### config.mk
export PLATFORM = sky130hd
export DESIGN_NAME = ocp_tiered_guard
export DESIGN_NICKNAME = d
export VERILOG_FILES = /design/src/rtl/ocp_pkg.sv /design/src/rtl/ocp_fast_tier.sv /design/src/rtl/ocp_window_tier.sv /design/src/rtl/ocp_integ_tier.sv /design/src/rtl/ocp_trip_latch.sv /design/src/rtl/ocp_tiered_guard.sv
export SDC_FILE = /design/constraint.sdc
export NUM_CORES = 1
export LEC_CHECK = 0
export ABC_CLOCK_PERIOD_IN_PS = 5690
export BUFFER_PORTS_ARGS = -buffer_cell sky130_fd_sc_hd__clkbuf_2
export CAP_MARGIN = 25
export CORE_ASPECT_RATIO = 0.9
export CORE_MARGIN = 8
export CORE_UTILIZATION = 50
export CTS_BUF_LIST = sky130_fd_sc_hd__clkbuf_4 sky130_fd_sc_hd__clkbuf_8
export CTS_CLUSTER_DIAMETER = 80
export DETAILED_ROUTE_END_ITERATION = 8
export PLACE_DENSITY = 0.71
export SETUP_SLACK_MARGIN = 0.15
export SYNTH_ARGS = -nofsm -noshare
export SYNTH_HDL_FRONTEND = slang
export SYNTH_HIERARCHICAL = 1
export SYNTH_SLANG_ARGS = --single-unit
### constraint.sdc
create_clock -name clk -period 5.69 [get_ports clk]
set_input_delay 0.8535 -clock clk [delete_from_list [all_inputs] [get_ports clk]]
set_output_delay 0.8535 -clock clk [all_outputs]
set_load 0.02 [all_outputs]
### src/rtl/ocp_pkg.sv
package ocp_pkg;

   typedef enum logic [1:0] {
      PATH_NONE = 2'b00,
      PATH_FAST = 2'b01,
      PATH_CONF = 2'b10,
      PATH_INTG = 2'b11
   } trip_path_e;

endpackage

### src/rtl/ocp_fast_tier.sv
module ocp_fast_tier #(
   parameter int MAG_W     = 12,
   parameter int BLANK_LEN = 4,
   parameter int NC_W      = 16
) (
   input  logic             clk,
   input  logic             rst_n,
   input  logic             edge_stb,
   input  logic             smp_vld,
   input  logic [MAG_W-1:0] smp_mag,
   input  logic [MAG_W-1:0] lim_fast,
   output logic             quiet_vld,
   output logic             fast_fire,
   output logic [NC_W-1:0]  nuis_cnt
);

   localparam int BLK_W = $clog2(BLANK_LEN + 1);
   localparam logic [BLK_W-1:0] BLK_LOAD = BLK_W'(BLANK_LEN - 1);
   localparam logic [NC_W-1:0]  NC_MAX   = '1;

   logic [BLK_W-1:0] blank_cnt;
   logic             blanked;
   logic             over_abs;
   logic             ring_now;
   logic             ring_seen;
   logic             hit_seen;

   // blanking covers the edge cycle and BLANK_LEN-1 cycles after it
   assign blanked   = edge_stb || (blank_cnt != '0);
   assign over_abs  = smp_mag > lim_fast;
   assign quiet_vld = smp_vld && !blanked;
   assign fast_fire = quiet_vld && over_abs;
   assign ring_now  = smp_vld && blanked && over_abs;

   always_ff @(posedge clk or negedge rst_n) begin
      if (!rst_n) begin
         blank_cnt <= '0;
      end else if (edge_stb) begin
         blank_cnt <= BLK_LOAD;
      end else if (blank_cnt != '0) begin
         blank_cnt <= blank_cnt - BLK_W'(1);
      end
   end

   // per-cycle classification of ringing-only peaks
   always_ff @(posedge clk or negedge rst_n) begin
      if (!rst_n) begin
         ring_seen <= 1'b0;
         hit_seen  <= 1'b0;
         nuis_cnt  <= '0;
      end else if (edge_stb) begin
         if (ring_seen && !hit_seen && (nuis_cnt != NC_MAX)) begin
            nuis_cnt <= nuis_cnt + NC_W'(1);
         end
         ring_seen <= ring_now;
         hit_seen  <= 1'b0;
      end else begin
         ring_seen <= ring_seen | ring_now;
         hit_seen  <= hit_seen | fast_fire;
      end
   end

endmodule

### src/rtl/ocp_window_tier.sv
module ocp_window_tier #(
   parameter int MAG_W     = 12,
   parameter int WIN_CYC   = 4,
   parameter int CONFIRM_N = 3
) (
   input  logic             clk,
   input  logic             rst_n,
   input  logic             clr,
   input  logic             edge_stb,
   input  logic             quiet_vld,
   input  logic [MAG_W-1:0] smp_mag,
   input  logic [MAG_W-1:0] lim_win,
   output logic             soft_over,
   output logic             conf_fire
);

   localparam int WC_W = $clog2(WIN_CYC + 1);
   localparam int CN_W = $clog2(CONFIRM_N + 1);
   localparam logic [WC_W-1:0] WC_LAST = WC_W'(WIN_CYC - 1);
   localparam logic [CN_W-1:0] CN_TOP  = CN_W'(CONFIRM_N);

   logic [WC_W-1:0]  edge_cnt;
   logic [MAG_W-1:0] win_peak;
   logic [CN_W-1:0]  streak;
   logic [CN_W-1:0]  streak_nx;
   logic             win_close;
   logic             win_over;

   assign win_close = edge_stb && (edge_cnt == WC_LAST);
   assign win_over  = win_peak > lim_win;

   always_comb begin
      if (!win_over) begin
         streak_nx = '0;
      end else if (streak == CN_TOP) begin
         streak_nx = streak;
      end else begin
         streak_nx = streak + CN_W'(1);
      end
   end

   assign conf_fire = win_close && win_over && (streak_nx == CN_TOP);

   always_ff @(posedge clk or negedge rst_n) begin
      if (!rst_n) begin
         edge_cnt  <= '0;
         win_peak  <= '0;
         streak    <= '0;
         soft_over <= 1'b0;
      end else if (clr) begin
         edge_cnt  <= '0;
         win_peak  <= '0;
         streak    <= '0;
         soft_over <= 1'b0;
      end else begin
         if (edge_stb) begin
            edge_cnt <= win_close ? '0 : edge_cnt + WC_W'(1);
         end
         if (win_close) begin
            win_peak  <= '0;
            streak    <= streak_nx;
            soft_over <= win_over;
         end else if (quiet_vld && (smp_mag > win_peak)) begin
            win_peak <= smp_mag;
         end
      end
   end

endmodule

### src/rtl/ocp_integ_tier.sv
module ocp_integ_tier #(
   parameter int MAG_W      = 12,
   parameter int ACC_W      = 32,
   parameter int PER_W      = 24,
   parameter int LEAK_SHIFT = 0
) (
   input  logic             clk,
   input  logic             rst_n,
   input  logic             clr,
   input  logic             quiet_vld,
   input  logic [MAG_W-1:0] smp_mag,
   input  logic [MAG_W-1:0] lim_ovl,
   input  logic [ACC_W-1:0] acc_budget,
   input  logic [ACC_W-1:0] leak_step,
   input  logic [PER_W-1:0] per_len,
   output logic             intg_fire
);

   localparam int PAD_W = ACC_W - MAG_W;

   logic [ACC_W-1:0] acc;
   logic [ACC_W-1:0] acc_nx;
   logic [ACC_W-1:0] acc_up;
   logic [ACC_W-1:0] acc_dn;
   logic [ACC_W-1:0] dec;
   logic [ACC_W-1:0] excess;
   logic [ACC_W:0]   sum;
   logic [PER_W-1:0] per_cnt;
   logic             per_end;
   logic             over_ovl;

   assign over_ovl = smp_mag > lim_ovl;
   assign excess   = {{PAD_W{1'b0}}, smp_mag - lim_ovl};
   assign sum      = {1'b0, acc} + {1'b0, excess};
   assign acc_up   = sum[ACC_W] ? '1 : sum[ACC_W-1:0];
   assign per_end  = ({1'b0, per_cnt} + (PER_W+1)'(1)) >= {1'b0, per_len};

   // leak variant: fixed step or fraction of the current total
   generate
      if (LEAK_SHIFT == 0) begin : g_leak_lin
         assign dec = leak_step;
      end else begin : g_leak_prop
         assign dec = acc >> leak_step;
      end
   endgenerate

   assign acc_dn = (acc > dec) ? (acc - dec) : '0;

   always_comb begin
      acc_nx = acc;
      if (quiet_vld) begin
         acc_nx = over_ovl ? acc_up : acc_dn;
      end
   end

   assign intg_fire = quiet_vld && over_ovl && !per_end && (sum > {1'b0, acc_budget});

   always_ff @(posedge clk or negedge rst_n) begin
      if (!rst_n) begin
         acc     <= '0;
         per_cnt <= '0;
      end else if (clr || per_end) begin
         acc     <= '0;
         per_cnt <= '0;
      end else begin
         acc     <= acc_nx;
         per_cnt <= per_cnt + PER_W'(1);
      end
   end

endmodule

### src/rtl/ocp_trip_latch.sv
module ocp_trip_latch
   import ocp_pkg::*;
(
   input  logic       clk,
   input  logic       rst_n,
   input  logic       clr,
   input  logic       fast_fire,
   input  logic       conf_fire,
   input  logic       intg_fire,
   output logic       trip,
   output trip_path_e path_q
);

   always_ff @(posedge clk or negedge rst_n) begin
      if (!rst_n) begin
         trip   <= 1'b0;
         path_q <= PATH_NONE;
      end else if (clr) begin
         trip   <= 1'b0;
         path_q <= PATH_NONE;
      end else if (!trip) begin
         if (fast_fire) begin
            trip   <= 1'b1;
            path_q <= PATH_FAST;
         end else if (conf_fire) begin
            trip   <= 1'b1;
            path_q <= PATH_CONF;
         end else if (intg_fire) begin
            trip   <= 1'b1;
            path_q <= PATH_INTG;
         end
      end
   end

endmodule

### src/rtl/ocp_tiered_guard.sv
module ocp_tiered_guard
   import ocp_pkg::*;
#(
   parameter int MAG_W      = 12,
   parameter int BLANK_LEN  = 4,
   parameter int WIN_CYC    = 4,
   parameter int CONFIRM_N  = 3,
   parameter int ACC_W      = 32,
   parameter int PER_W      = 24,
   parameter int NC_W       = 16,
   parameter int LEAK_SHIFT = 0
) (
   input  logic             clk,
   input  logic             rst_n,
   input  logic             edge_stb,
   input  logic             smp_vld,
   input  logic [MAG_W-1:0] smp_mag,
   input  logic [MAG_W-1:0] lim_fast,
   input  logic [MAG_W-1:0] lim_win,
   input  logic [MAG_W-1:0] lim_ovl,
   input  logic [ACC_W-1:0] acc_budget,
   input  logic [ACC_W-1:0] leak_step,
   input  logic [PER_W-1:0] per_len,
   input  logic             trip_clr,
   output logic             gate_kill,
   output logic             soft_limit,
   output logic             trip,
   output logic [1:0]       trip_path,
   output logic [NC_W-1:0]  nuis_cnt
);

   generate
      if (MAG_W < 2) begin : g_bad_mag
         $error("MAG_W must be at least 2");
      end
      if (BLANK_LEN < 1) begin : g_bad_blank
         $error("BLANK_LEN must be at least 1");
      end
      if (WIN_CYC < 1) begin : g_bad_win
         $error("WIN_CYC must be at least 1");
      end
      if (CONFIRM_N < 1) begin : g_bad_conf
         $error("CONFIRM_N must be at least 1");
      end
      if (ACC_W <= MAG_W) begin : g_bad_acc
         $error("ACC_W must exceed MAG_W");
      end
      if (PER_W < 1 || NC_W < 1) begin : g_bad_cnt
         $error("PER_W and NC_W must be at least 1");
      end
      if (LEAK_SHIFT != 0 && LEAK_SHIFT != 1) begin : g_bad_leak
         $error("LEAK_SHIFT selects 0 (linear) or 1 (proportional)");
      end
   endgenerate

   logic       quiet_vld;
   logic       fast_fire;
   logic       conf_fire;
   logic       intg_fire;
   trip_path_e path_q;

   ocp_fast_tier #(
      .MAG_W     (MAG_W),
      .BLANK_LEN (BLANK_LEN),
      .NC_W      (NC_W)
   ) u_fast (
      .clk       (clk),
      .rst_n     (rst_n),
      .edge_stb  (edge_stb),
      .smp_vld   (smp_vld),
      .smp_mag   (smp_mag),
      .lim_fast  (lim_fast),
      .quiet_vld (quiet_vld),
      .fast_fire (fast_fire),
      .nuis_cnt  (nuis_cnt)
   );

   ocp_window_tier #(
      .MAG_W     (MAG_W),
      .WIN_CYC   (WIN_CYC),
      .CONFIRM_N (CONFIRM_N)
   ) u_win (
      .clk       (clk),
      .rst_n     (rst_n),
      .clr       (trip_clr),
      .edge_stb  (edge_stb),
      .quiet_vld (quiet_vld),
      .smp_mag   (smp_mag),
      .lim_win   (lim_win),
      .soft_over (soft_limit),
      .conf_fire (conf_fire)
   );

   ocp_integ_tier #(
      .MAG_W      (MAG_W),
      .ACC_W      (ACC_W),
      .PER_W      (PER_W),
      .LEAK_SHIFT (LEAK_SHIFT)
   ) u_intg (
      .clk        (clk),
      .rst_n      (rst_n),
      .clr        (trip_clr),
      .quiet_vld  (quiet_vld),
      .smp_mag    (smp_mag),
      .lim_ovl    (lim_ovl),
      .acc_budget (acc_budget),
      .leak_step  (leak_step),
      .per_len    (per_len),
      .intg_fire  (intg_fire)
   );

   ocp_trip_latch u_latch (
      .clk       (clk),
      .rst_n     (rst_n),
      .clr       (trip_clr),
      .fast_fire (fast_fire),
      .conf_fire (conf_fire),
      .intg_fire (intg_fire),
      .trip      (trip),
      .path_q    (path_q)
   );

   assign trip_path = path_q;
   assign gate_kill = trip;

endmodule

# After elaboration in Yosys (flattened, before gate mapping)
# Index checks and enable logic that the tools add are counted.
[word_totals] output_inout_bits=21 regBits=98
[classes] addsub=9 eq_ne=5 muxes=32 bitwise=2 n_reduce_logical=27 order_cmp=7
[ops] operator="$mux W32" n=5
[ops] operator="$gt A12 B12 Y1" n=4
[ops] operator="$mux W12" n=3
[ops] operator="$add A32 B12 Y33" n=1
[ops] operator="$gt A33 B32 Y1" n=1
[ops] operator="$gt A32 B32 Y1" n=1
[ops] operator="$sub A32 B32 Y32" n=1
[ops] operator="$add A24 B1 Y25 const B" n=1
[ops] operator="$ge A25 B24 Y1" n=1
[ops] operator="$add A24 B1 Y24 const B" n=1
[ops] operator="$mux W24" n=1
[ops] operator="$mux W2" n=9
[ops] operator="$add A16 B1 Y16 const B" n=1
[ops] operator="$ne A16 B16 Y1 const B" n=1
[ops] operator="$mux W3" n=5
[ops] operator="$logic_and A1 B1 Y1" n=13
[ops] operator="$sub A12 B12 Y12" n=1
[ops] operator="$mux W1" n=9
[ops] operator="$reduce_bool A2 Y1" n=4
[ops] operator="$reduce_bool A3 Y1" n=2
[ops] operator="$eq A2 B2 Y1 const B" n=2
[ops] operator="$reduce_and A2 Y1" n=2
[ops] operator="$reduce_bool A4 Y1" n=1
[ops] operator="$add A3 B1 Y3 const B" n=1
[ops] operator="other kinds (7)" n=11

# Logic depth before layout (Yosys ltp)
# Gate-level depths: netlist of run 1.
[logic_depth] ltp_word=12 ltp_mapped=29

# By module
# Netlist of run 1, hierarchy kept.
[by_module_without_submodules] mod="ocp_integ_tier" n_inst=1 seq_area_each_um2=1401.3 cells_each=1028 area_per_inst_um2=7783.7
[by_module_without_submodules] mod="ocp_window_tier" n_inst=1 seq_area_each_um2=450.4 cells_each=164 area_per_inst_um2=1436.4
[by_module_without_submodules] mod="ocp_fast_tier" n_inst=1 seq_area_each_um2=525.5 cells_each=136 area_per_inst_um2=1336.3
[by_module_without_submodules] mod="ocp_trip_latch" n_inst=1 seq_area_each_um2=75.1 cells_each=13 area_per_inst_um2=143.9
[by_module_without_submodules] mod="ocp_tiered_guard" n_inst=1 seq_area_each_um2=0.0 cells_each=1 area_per_inst_um2=7.5

# Worst setup path after synthesis of run 1
# OpenSTA, ideal clock, no wires.
[synth_timing] path_type="in2reg" startpoint="input port smp_mag[0]" endpoint="register u_latch.path_q[1]" path_stages=25 arrival_ns=5.676 path_slack_ns=-0.080 required_ns=5.596 n_path_buf=2 path_cell_list="inv_1 ha_1 inv_1 fa_1 a21o_1 a21oi_1 o221ai_1 xor2_1 ha_1 clkbuf_1 and2_1 nand4_1 a311o_1 or2_1 clkbuf_1 nor3_1 xor2_1 ha_1 nand3_1 nor4_1 and4_1 o21a_1 a211oi_1 o21bai_1 a221oi_2"
[synth_between] elab_chain_len=6 elab_cells_between_ends=14 cone_classes="2 x add/sub; 3 x order compare; 3 x mux; 6 x reduce/logical"
[synth_rtl] element="from (decl)" line_no="ocp_tiered_guard.sv:17" rtl="input logic [MAG_W-1:0] smp_mag,"
[synth_rtl] element="$sub A12 B12 Y12 or $gt A12 B12 Y1 (tied branches)" line_no="ocp_integ_tier.sv:33, ocp_integ_tier.sv:32"
[synth_rtl] element="$add A32 B12 Y33 or $logic_and A1 B1 Y1 (tied branches)" line_no="ocp_integ_tier.sv:34, ocp_integ_tier.sv:56"
[synth_rtl] element="$gt A33 B32 Y1 or $logic_and A1 B1 Y1 (tied branches)" line_no="ocp_integ_tier.sv:56" rtl="assign intg_fire = quiet_vld && over_ovl && !per_end && (sum > {1'b0, acc_budget});"
[synth_rtl] element="$logic_and A1 B1 Y1 (*)" line_no="ocp_integ_tier.sv:56"
[synth_rtl] element="via intg_fire" line_no="ocp_tiered_guard.sv:59" rtl="logic intg_fire;"
[synth_rtl] element="$reduce_bool A4 Y1 (no line) (*)"
[synth_rtl] element="$reduce_and A2 Y1 (no line) (*)"
[synth_rtl] element="to (signal assigned)" line_no="ocp_trip_latch.sv:17" rtl="path_q <= PATH_NONE;"
[synth_rtl] element="to (signal assigned)" line_no="ocp_trip_latch.sv:20" rtl="path_q <= PATH_NONE;"
[synth_rtl] element="to (signal assigned)" line_no="ocp_trip_latch.sv:24" rtl="path_q <= PATH_FAST;"
[synth_rtl] element="to (decl)" line_no="ocp_trip_latch.sv:11" rtl="output trip_path_e path_q"
# Mark *: on every way through the listed nets, which the timed path passes. The rest lies on a longest branch. The select of a mux whose other input is x is not followed.
# A chain may end at the register's enable or synchronous reset.

# Worst setup path in the final report of run 1
[layout_timing] startpoint="input port smp_mag[0]" endpoint="register u_latch.path_q[0]"
# The elaborated chain is that of the path after synthesis.

==> results of run 1 <==
[power by group]
part,total [mW],switching [mW],internal [mW],leakage [nW]
combinational,0.764,0.421,0.343,5.30
clock,0.480,0.303,0.177,0.104
sequential,0.778,0.0459,0.732,1.35
total,2.02,0.770,1.25,6.75
[final timing paths]
path	start	to	slack, ns	cells past startpoint
max reg2reg	u_intg/per_cnt[0]	u_intg/acc[29]	1.05	18
max	smp_mag[0]	u_latch/path_q[0]	0.26	30
min	rst_n	u_intg/acc[2]	0.38	1
min reg2reg	u_win/soft_over	u_win/soft_over	0.50	2
max in group asynchronous	rst_n	u_win/win_peak[10]	4.02	2
min in group clk	u_win/soft_over	u_win/soft_over	0.50	2
[critical path, delay by kind of cell]
| kind | cells | cell delay (ns) |
|---|---|---|
| and+or+nand+nor | 3 | 0.21 |
| xor gates and xnor gates | 2 | 0.24 |
| AOI/OAI and AO/OA | 17 | 2.99 |
| buffers and inverters | 4 | 0.33 |
| adders and majority gates | 4 | 1.09 |
[area by class of cell]
cell class | instances | area [um^2]
fillers | 1975 | 8170
multi-input cells | 1026 | 7640
flip-flops and latches | 98 | 2450
repair buffers | 235 | 1390
inverters | 179 | 674
well taps | 286 | 358
clock buffers | 9 | 124
clock inverters | 7 | 81.3
[layer usage]
metal | GRT usage (%) | share of wire [%] | up-vias
met1 | 30.3 | 47 | 4766
li1 | - | - | 5167
met2 | 35.0 | 44 | 306
met3 | 4.15 | 6.4 | 43
met5 | 0 | 0 | -
met4 | 6.18 | 2.1 | 0
[flip-flops by register name, indices dropped and copies added (netlist names)]
| signal | count |
|---|---|
| u_intg/acc | 32 |
| u_intg/per_cnt | 24 |
| u_fast/nuis_cnt | 16 |
| u_win/win_peak | 12 |
| u_fast/blank_cnt | 3 |
| u_win/edge_cnt | 3 |
| u_latch/path_q | 2 |
| u_win/streak | 2 |
| u_fast/hit_seen | 1 |
| u_fast/ring_seen | 1 |
| u_latch/trip | 1 |
| u_win/soft_over | 1 |
[stage by stage]
step	instances	instance area [um^2]	setup TNS, ns	hold slack, ns	power (mW)
after global routing	1840	12700	0	0.369	2.16
after CTS	1825	12400	0	0.370	2.00
after floorplan	1342	10800	0	0.462	1.26
after detailed placement	1809	12200	-0.923	0.474	1.51
final	1840	12700	0	0.382	2.02
after global placement	1809	12200	-0.546	0.463	1.50
[what timing repair did]
item,in CTS,in global routing
buffers inserted,0,15
hold endpoints to repair,0,0
resized for setup,1,50
endpoints found under the setup margin,2,3
pin swaps,1,57
[synth_stat cells (3+ instances only)]
cell type	number	area share (%)
nand3b_1	4	0.28
buf_4	7	0.49
a41oi_1	3	0.25
clkbuf_1	21	0.74
o2111ai_1	4	0.33
o21ai_0	37	1.7
o41ai_1	3	0.25
nor2_2	3	0.18
or3_1	8	0.47
nor3_1	29	1.4
nand3_1	33	1.5
ha_1	154	18
a221oi_2	3	0.42
buf_2	7	0.33
nor2_1	86	3.0
o21bai_1	11	0.77
o21ai_1	20	0.93
xnor2_1	58	4.7
inv_1	179	6.3
nand2_1	116	4.1
a31o_1	3	0.25
and4_1	5	0.41
xor2_1	39	3.2
a31o_2	3	0.25
o22ai_1	10	0.58
o211ai_1	13	0.91
dfrtp_1	98	23
or4_1	3	0.21
a221oi_1	3	0.25
and2_1	28	1.6
o21a_1	10	0.70
a211oi_1	19	1.3
a21oi_1	109	5.1
and3_1	11	0.64
nor4_1	13	0.76
nand4_1	41	2.4
a21o_1	52	3.6
fa_1	3	0.56
o31ai_1	4	0.28
mux2i_1	15	1.4
nand2b_1	4	0.23
nor2b_1	7	0.41
a31oi_1	5	0.29
[kinds of logic (layout without fill, tap and decap cells)]
logic type                 Yosys count  after routing  share of synthesized area (%)
xor gates and xnor gates            98             98                           8.09
muxes                               17             17                           1.61
buffers and inverters              218            430                           8.05
DFF                                 98             98                           22.9
AOI/OAI and AO/OA                  346            346                           21.7
adders and majority gates          157            157                           18.6
and+or+nand+nor                    408            408                           19.1
==> qor.csv, run 1 <==
stage,metric,value,unit
run_status,outcome,finished clean,
placed_design,hpwl dp,24.5,mm
clock_network,CTS buffer count,9,
worst_hold_path,hold crit path type,input port to asynchronous set/reset pin,
logic_synthesis,async set-or-reset flop fraction in the synthesized netlist,100,%
grt,initial antenna violation count,0,
finish,Final nets,1847,
placed_design,GPL Wtd Cong,0.962,
sta,count of final hold-check violations,0,
logic_synthesis,yosys warns,6,
clock_network,clk_lat worst skew,0.41,ns
logic_synthesis,post-synthesis sequential area ratio,22.9,%
route,Wirelength per Cell,16.4,um
floorplan,# rows,50,
flow_run,max-cap viol count,0,
route,final WL,30.2,mm
sta,Fmax achieved,0.184,GHz
logic_synthesis,mapped cell area,10700,um^2
route,Iter 0 DRT Violations,790,
logic_synthesis,synthesized net count,1640,
finish,final core utilization,60.9,%
sta,skew final,0.0188,ns
critical_path,most frequent CP cell,a21o_1,
sta,RSZ-0062 raised after global routing,yes,
finish,layout cells sized above 1,20.7,%
grt,GRT overflow,0,
route,post-DR vias/cell,5.59,
critical_path,Worst Path Max Fanout,4,
grt,global-route usage over all layers,22.2,%
sta,post-layout min period,5.43,ns
clock_network,clk buf depth,2,
pwr,Pwr per Cell Area,159,nW/um^2
critical_path,CP arrival,5.70,ns
finish,Syn-to-layout area delta,18.8,%
floorplan,total I/O pin count,162,
critical_path,Crit Path Category,input port to flop,
logic_synthesis,Synth Register Bits,98,
logic_synthesis,library cells used by synthesis,88,
floorplan,Chip Width,170,um
floorplan,starting density of the core,51.2,%
logic_synthesis,syn avg cell area,7.98,um^2
sta,max_slew headroom,37.4,%
grt,global-route wire length before repair,48.0,mm
clock_network,Hold Buf Count CTS,0,
sta,crit share post-route,95.5,%
route,Final ANT Viol Nets,0,
critical_path,Worst path slowest cell,fa_2,
route,Vias,10282,
pwr,VDD IR max,106,uV
finish,most frequent cells in the layout,"176 x inv_1, 158 x clkbuf_2, 150 x ha_1, 115 x nand2_1, 102 x a21oi_1",
grt,vias in the first global route,9986,
route,DRC violations left,0,
floorplan,die height,155,um
placed_design,post-place setup slack,-0.340,ns
critical_path,crit path launch type,input port,
sta,setup violators final,0,
logic_synthesis,"EDFF count, synth",0,
route,DR pass1 iterations,7,
critical_path,Critical Path RT,5.96,ns
floorplan,DIE AREA,26400,um^2
sta,Setup WS post-layout,0.257,ns
clock_network,CTS tree,built,
logic_synthesis,post-synthesis instance total,1342,
clock_network,clk sinks,98,
floorplan,Core Area,20900,um^2
logic_synthesis,most common flop cell mapped by yosys,dfrtp_1,
clock_network,root buffer cell,clkbuf_8,
clock_network,"Clk pin slew, worst setup/hold paths",0.11,ns
finish,"commonest non-fill, non-tap cell in the layout",inv_1,
finish,# diodes,0,
placed_design,port bufs,161,
grt,largest net degree at the start of global routing,71,
critical_path,CP max stage delay,0.35,ns
critical_path,Crit. End Element,flop,
sta,worst-margin pin slew,0.938,ns
pwr,static leakage,6.75,nW
clock_network,H-tree depth,3,
sta,"Slew Viols, Final",0,
Power figures use the tool's default switching activity.
==> inputs of run 2 (changes only) <==
--- a/config.mk
+++ b/config.mk
@@ -5,10 +5,9 @@
 export SDC_FILE = /design/constraint.sdc
 export NUM_CORES = 1
 export LEC_CHECK = 0
-export ABC_CLOCK_PERIOD_IN_PS = 5690
+export ABC_CLOCK_PERIOD_IN_PS = 6300
 export BUFFER_PORTS_ARGS = -buffer_cell sky130_fd_sc_hd__clkbuf_2
 export CAP_MARGIN = 25
-export CORE_ASPECT_RATIO = 0.9
 export CORE_MARGIN = 8
 export CORE_UTILIZATION = 50
 export CTS_BUF_LIST = sky130_fd_sc_hd__clkbuf_4 sky130_fd_sc_hd__clkbuf_8
==> constraint.sdc (replaced) <==
create_clock -name clk -period 6.3 [get_ports clk]
set_input_delay 0.945 -clock clk [delete_from_list [all_inputs] [get_ports clk]]
set_output_delay 0.945 -clock clk [all_outputs]
set_load 0.02 [all_outputs]
==> run 2 against run 1 <==
Net effect: count of clock-buffer cells in the layout did not move; sequential power fell by 9.9%; register-to-register slack improved by 0.27 ns; cell area fell by 5.4%; global-route usage fell by 0.44 points; hold slack improved by 0.12 ns; sequential share of layout area rose by 1.1 points; first-iteration DRC count fell by 14%; setup slack improved by 0.18 ns; critical endpoint is now u_latch/path_q[1]; highest routed layer unchanged.
==> qor.csv, run 2 (synthesized netlist as in run 1, its figures left out) <==
stage,metric,value,unit,change
clock_network,clk sinks,98,,unchanged
grt,global-route usage over all layers,21.7,%,was 22.2%
critical_path,Worst Path Max Fanout,6,,was 4
pwr,sequential power share,39.3,%,was 38.5%
grt,initial antenna violation count,0,,unchanged
run_status,outcome,finished clean,,unchanged
floorplan,starting density of the core,50.9,%,was 51.2%
pwr,Pint,1.12,mW,was 1.25 mW
sta,setup violators final,0,,unchanged
floorplan,DIE AREA,26400,um^2,about the same
pwr,static leakage,6.42,nW,was 6.75 nW
clock_network,"Clk pin slew, worst setup/hold paths",0.11,ns,about the same
sta,count of final hold-check violations,0,,unchanged
critical_path,CP max stage delay,0.33,ns,was 0.35 ns
pwr,Pwr per Cell Area,148,nW/um^2,was 159 nW/um^2
floorplan,Core Area,21000,um^2,was 20900 um^2
sta,skew final,0.0157,ns,was 0.0188 ns
placed_design,post-place setup slack,-0.0388,ns,was -0.340 ns
route,Vias,10007,,was 10.3k
sta,crit share post-route,93.0,%,
pwr,switching power,0.668,mW,was 0.770 mW
finish,Syn-to-layout area delta,12.4,%,was 18.8%
critical_path,most frequent CP cell,a21o_1,,unchanged
floorplan,die height,162,um,was 155 um
critical_path,Critical Path RT,6.55,ns,was 5.96 ns
clock_network,CTS resizes,0,,was 1
pwr,Net Sw Frac,37.5,%,was 38.1%
finish,# diodes,0,,unchanged
finish,largest register by flop count,u_intg/acc,,unchanged
finish,Largest regs,"u_intg/acc: 32 flops, u_intg/per_cnt: 24 flops, u_fast/nuis_cnt: 16 flops",,unchanged
clock_network,clk buf depth,2,,unchanged
sta,worst-margin pin slew,0.926,ns,was 0.938 ns
floorplan,total I/O pin count,162,,unchanged
sta,TNS Setup,0,ns,unchanged
finish,Fillers,1943,,was 1975
clock_network,CTS tree,built,,unchanged
critical_path,Crit Path Category,input port to flop,,unchanged
clock_network,CTS buffer count,9,,unchanged
critical_path,CP arrival,6.11,ns,was 5.70 ns
clock_network,H-tree depth,3,,unchanged
pwr,total design power,1.78,mW,was 2.02 mW
sta,"Slew Viols, Final",0,,unchanged
finish,design area,12000,um^2,was 12700 um^2
clock_network,root buffer cell,clkbuf_8,,unchanged
worst_hold_path,worst hold start,u_fast/blank_cnt[1],,
pwr,VDD IR max,84.2,uV,was 106 uV
critical_path,Worst path slowest cell,ha_1,,was fa_2
finish,"commonest non-fill, non-tap cell in the layout",inv_1,,unchanged
finish,final core utilization,57.2,%,was 60.9%
route,post-DR vias/cell,5.65,,was 5.59
route,final WL,29.3,mm,was 30.2 mm
placed_design,GPL Wtd Cong,0.905,,was 0.962
floorplan,# rows,53,,was 50
finish,Multi-input gate area,7430,um^2,was 7640 um^2
worst_hold_path,hold crit path type,flop to flop,,was input port to asynchronous set/reset pin
clock_network,postcts setup bufs,0,,unchanged
sta,Fmax achieved,0.171,GHz,
finish,register area,2450,um^2,unchanged
sta,post-layout min period,5.86,ns,
pwr,clock network power share,25.8,%,was 23.7%
sta,RSZ-0062 raised after global routing,no,,was yes
route,Iter 0 DRT Violations,680,,was 790
clock_network,clk_lat worst skew,0.40,ns,was 0.41 ns
route,DR pass1 iterations,5,,was 7
clock_network,Hold Buf Count CTS,0,,unchanged
critical_path,Crit. End Element,flop,,unchanged
critical_path,Critical path origin,smp_mag[1],,was smp_mag[0]
grt,global-route wire length before repair,46.9,mm,was 48.0 mm
sta,Setup WS post-layout,0.442,ns,was 0.257 ns
finish,Final nets,1788,,was 1847
sta,hold_ws,0.504,ns,was 0.382 ns
placed_design,hpwl dp,24.0,mm,was 24.5 mm
route,DRC violations left,0,,unchanged
flow_run,max-cap viol count,0,,unchanged
placed_design,DP Area,11800,um^2,was 12200 um^2
placed_design,port bufs,161,,unchanged
finish,layout cells sized above 1,15.4,%,was 20.7%
grt,vias in the first global route,9439,,was 9986
pwr,Comb power frac,34.9,%,was 37.8%
route,Final ANT Viol Nets,0,,unchanged
critical_path,crit path launch type,input port,,unchanged
placed_design,dpl cells,1754,,was 1809
floorplan,Chip Width,162,um,was 170 um
finish,most frequent cells in the layout,"179 x inv_1, 160 x clkbuf_2, 154 x ha_1, 116 x nand2_1, 108 x a21oi_1",,"was 176 x inv_1, 158 x clkbuf_2, 150 x ha_1, 115 x nand2_1, 102 x a21oi_1"
sta,max_slew headroom,38.2,%,was 37.4%
route,Wirelength per Cell,16.5,um,was 16.4 um
grt,GRT overflow,0,,unchanged
critical_path,reg2reg start,u_intg/per_cnt[0],,unchanged
finish,Final Non-Filler Cells,1770,,was 1840
finish,max reg flops,32,,unchanged
grt,largest net degree at the start of global routing,60,,was 71
-- run 2: power by group through the flow --
| stage | Combinational, mW | Sequential [mW] | Clock (mW) |
|---|---|---|---|
| finish | 0.622 | 0.701 | 0.460 |
| global placement | 0.601 | 0.713 | 0 |
| floorplan | 0.406 | 0.724 | 0 |
| detailed placement | 0.614 | 0.714 | 0 |
| CTS | 0.618 | 0.701 | 0.472 |
| global route | 0.695 | 0.708 | 0.500 |
-- run 2: area by class of cell --
type,count,area share (%)
sequential,98,20.4
inverter,179,5.58
clock inverter,7,0.749
clock buffer,9,1.03
timing repair buffer,176,7.65
multi-input combinational,1026,61.7
tap,275,2.86
-- run 2: path summary, 6_finish.rpt --
check / end / slack (ns) / depth (start not counted)
worst min-delay path: u_fast/blank_cnt[1] / 0.50 / 1
worst max register to register: u_intg/acc[29] / 1.32 / 16
worst min register to register: u_fast/blank_cnt[1] / 0.50 / 1
max in group asynchronous: u_win/edge_cnt[1] / 4.59 / 2
worst max-delay path: u_latch/path_q[1] / 0.44 / 27
min in group asynchronous: u_intg/acc[1] / 0.53 / 1
-- run 2: critical path, delay by kind of cell --
family | cells | cell delay [ns]
xor gates and xnor gates | 2 | 0.34
AOI/OAI and AO/OA | 19 | 3.41
buffers and inverters | 1 | 0.15
adders and majority gates | 3 | 0.95
and+or+nand+nor | 2 | 0.31
-- run 2: layer usage --
metal  part of all wire [%]  GRT usage (%)  up-vias
li1                       -              -     5043
met1                     46           29.1     4611
met2                     46           35.4      310
met3                    5.7           3.29       43
met4                    2.0           6.73        0
met5                      0              0        -
==> inputs of run 3 (changes only) <==
--- a/config.mk
+++ b/config.mk
@@ -14,6 +14,7 @@
 export CTS_CLUSTER_DIAMETER = 80
 export DETAILED_ROUTE_END_ITERATION = 8
 export PLACE_DENSITY = 0.71
+export REMOVE_ABC_BUFFERS = 1
 export SETUP_SLACK_MARGIN = 0.15
 export SYNTH_ARGS = -nofsm -noshare
 export SYNTH_HDL_FRONTEND = slang
==> run 3 against run 2 <==
Net effect: global-route usage about the same; fmax fell by 0.43%; clock power decreased by 9.6%; largest cell class unchanged.
==> qor.csv, run 3 (synthesized netlist as in run 1, its figures left out) <==
stage,metric,value,unit,change
critical_path,reg2reg start,u_intg/per_cnt[0],,unchanged
route,DRC violations left,0,,unchanged
critical_path,RR Endpoint,u_intg/acc[29],,unchanged
finish,Syn-to-layout area delta,12.6,%,was 12.4%
critical_path,reg2reg path depth,17,,was 16
critical_path,crit path launch type,input port,,unchanged
pwr,Pwr per Cell Area,144,nW/um^2,was 148 nW/um^2
run_status,outcome,finished clean,,unchanged
pwr,switching power,0.663,mW,was 0.668 mW
finish,most frequent cells in the layout,"179 x inv_1, 160 x clkbuf_2, 154 x ha_1, 116 x nand2_1, 108 x a21oi_1",,unchanged
route,Iter 0 DRT Violations,637,,was 680
sta,TNS Setup,0,ns,unchanged
placed_design,post-place setup slack,-0.0980,ns,was -0.0388 ns
placed_design,DP Area,11800,um^2,about the same
finish,Multi-input gate area,7450,um^2,was 7430 um^2
finish,Largest regs,"u_intg/acc: 32 flops, u_intg/per_cnt: 24 flops, u_fast/nuis_cnt: 16 flops",,unchanged
floorplan,total I/O pin count,162,,unchanged
pwr,Net Sw Frac,38.1,%,was 37.5%
clock_network,clk sinks,98,,unchanged
pwr,clock network power share,23.9,%,was 25.8%
clock_network,H-tree depth,3,,unchanged
clock_network,clk buf depth,2,,unchanged
finish,max reg flops,32,,unchanged
sta,hold_ws,0.425,ns,was 0.504 ns
route,Wirelength per Cell,16.5,um,about the same
finish,"commonest non-fill, non-tap cell in the layout",inv_1,,unchanged
critical_path,CP arrival,6.14,ns,was 6.11 ns
finish,final core utilization,57.3,%,was 57.2%
route,final WL,29.2,mm,was 29.3 mm
grt,GRT overflow,0,,unchanged
finish,Final nets,1789,,was 1788
route,Vias,10026,,about the same
critical_path,Worst Path Max Fanout,6,,unchanged
finish,# diodes,0,,unchanged
floorplan,Core Area,21000,um^2,unchanged
floorplan,Chip Width,162,um,unchanged
sta,Fmax achieved,0.170,GHz,was 0.171 GHz
finish,register area,2450,um^2,unchanged
floorplan,DIE AREA,26400,um^2,unchanged
finish,Final Non-Filler Cells,1771,,was 1770
placed_design,GPL Wtd Cong,0.916,,was 0.905
finish,layout cells sized above 1,15.6,%,was 15.4%
sta,count of final hold-check violations,0,,unchanged
grt,initial antenna violation count,0,,unchanged
clock_network,clk_lat worst skew,0.39,ns,was 0.40 ns
placed_design,port bufs,161,,unchanged
placed_design,dpl cells,1752,,was 1754
sta,post-layout min period,5.88,ns,was 5.86 ns
pwr,total design power,1.74,mW,was 1.78 mW
critical_path,Crit Path Category,input port to flop,,unchanged
flow_run,max-cap viol count,0,,unchanged
floorplan,# rows,53,,unchanged
pwr,static leakage,6.42,nW,about the same
floorplan,die height,162,um,unchanged
clock_network,CTS buffer count,9,,unchanged
route,post-DR vias/cell,5.66,,was 5.65
critical_path,Crit. End Element,flop,,unchanged
pwr,Pint,1.08,mW,was 1.12 mW
floorplan,starting density of the core,50.9,%,unchanged
finish,largest register by flop count,u_intg/acc,,unchanged
sta,crit share post-route,93.4,%,was 93.0%
grt,global-route usage over all layers,21.7,%,about the same
sta,Setup WS post-layout,0.417,ns,was 0.442 ns
critical_path,flop2flop setup slack,1.71,ns,was 1.32 ns
finish,design area,12100,um^2,was 12000 um^2
worst_hold_path,hold crit path type,input port to asynchronous set/reset pin,,was flop to flop
sta,setup violators final,0,,unchanged
sta,RSZ-0062 raised after global routing,no,,unchanged
grt,global-route wire length before repair,47.4,mm,was 46.9 mm
clock_network,"Clk pin slew, worst setup/hold paths",0.11,ns,about the same
sta,skew final,0.0131,ns,was 0.0157 ns
clock_network,CTS tree,built,,unchanged
placed_design,hpwl dp,23.8,mm,was 24.0 mm
route,DR pass1 iterations,5,,unchanged
sta,worst-margin pin slew,1.01,ns,was 0.926 ns
sta,"Slew Viols, Final",0,,unchanged
pwr,sequential power share,40.4,%,was 39.3%
clock_network,Hold Buf Count CTS,0,,unchanged
pwr,Comb power frac,35.6,%,was 34.9%
route,Final ANT Viol Nets,0,,unchanged
sta,max_slew headroom,32.8,%,was 38.2%
finish,Fillers,2011,,was 1943
grt,largest net degree at the start of global routing,81,,was 60
grt,vias in the first global route,9798,,was 9439
clock_network,root buffer cell,clkbuf_8,,unchanged
critical_path,Critical Path RT,6.56,ns,was 6.55 ns
pwr,VDD IR max,108,uV,was 84.2 uV
-- run 3: metal layers --
| metal | global-route usage (%) | routed length [um] | up-vias |
|---|---|---|---|
| met5 | 0 | 0 | - |
| met4 | 6.10 | 622 | 0 |
| met3 | 4.80 | 1860 | 39 |
| met2 | 34.9 | 13300 | 283 |
| met1 | 28.8 | 13400 | 4661 |
| li1 | - | - | 5043 |
-- run 3: layout make-up --
class                           instances  area share [%]
Clock buffer                            9            1.03
Clock inverter                          7           0.550
Tap cell                              275            2.85
Multi-Input combinational cell       1026            61.8
Timing Repair Buffer                  177            7.87
Inverter                              179            5.57
Sequential cell                        98            20.3
-- run 3: worst max-delay path by stage --
stage | from | end | slack, ns
final | smp_mag[1] | u_latch/path_q[1] | 0.42
after detailed placement | smp_mag[0] | u_latch/path_q[1] | -0.1
after CTS | smp_mag[0] | u_latch/path_q[1] | 0.31
after global routing | smp_mag[1] | u_latch/path_q[1] | 0.08
after global placement | smp_mag[1] | u_latch/path_q[1] | 0.06
after floorplan | lim_ovl[1] | u_latch/path_q[1] | 0.52
-- run 3: power groups by stage --
stage	Sequential, mW	Combinational, mW	Clock (mW)
2_1_floorplan	0.724	0.398	0
3_3_place_gp	0.715	0.599	0
3_5_place_dp	0.714	0.611	0
4_1_cts	0.703	0.615	0.431
5_1_grt	0.709	0.696	0.451
6_report	0.703	0.620	0.416
-- run 3: worst max-delay path: stages --
cell and delay [ns]:
clkbuf_2 0.14, ha_1 0.33, a21o_1 0.18, a21o_1 0.19, a21oi_1 0.14, o21bai_1 0.10
a21o_1 0.21, a41o_1 0.25, o41ai_1 0.31, xnor2_1 0.20, ha_1 0.29, a21oi_1 0.25
nand3b_1 0.17, o211ai_4 0.30, nor3_2 0.12, and3_1 0.20, xor2_1 0.15, ha_1 0.31
nand3_1 0.16, nor4_4 0.37, and4_1 0.28, o21a_1 0.17, a211oi_2 0.10, o21bai_1 0.19
a221oi_2 0.08
-- run 3: timing repair --
| item | in CTS | in global routing |
|---|---|---|
| setup buffers | 0 | 2 |
| resized for setup | 0 | 9 |
| endpoints found under the setup margin | 0 | 3 |
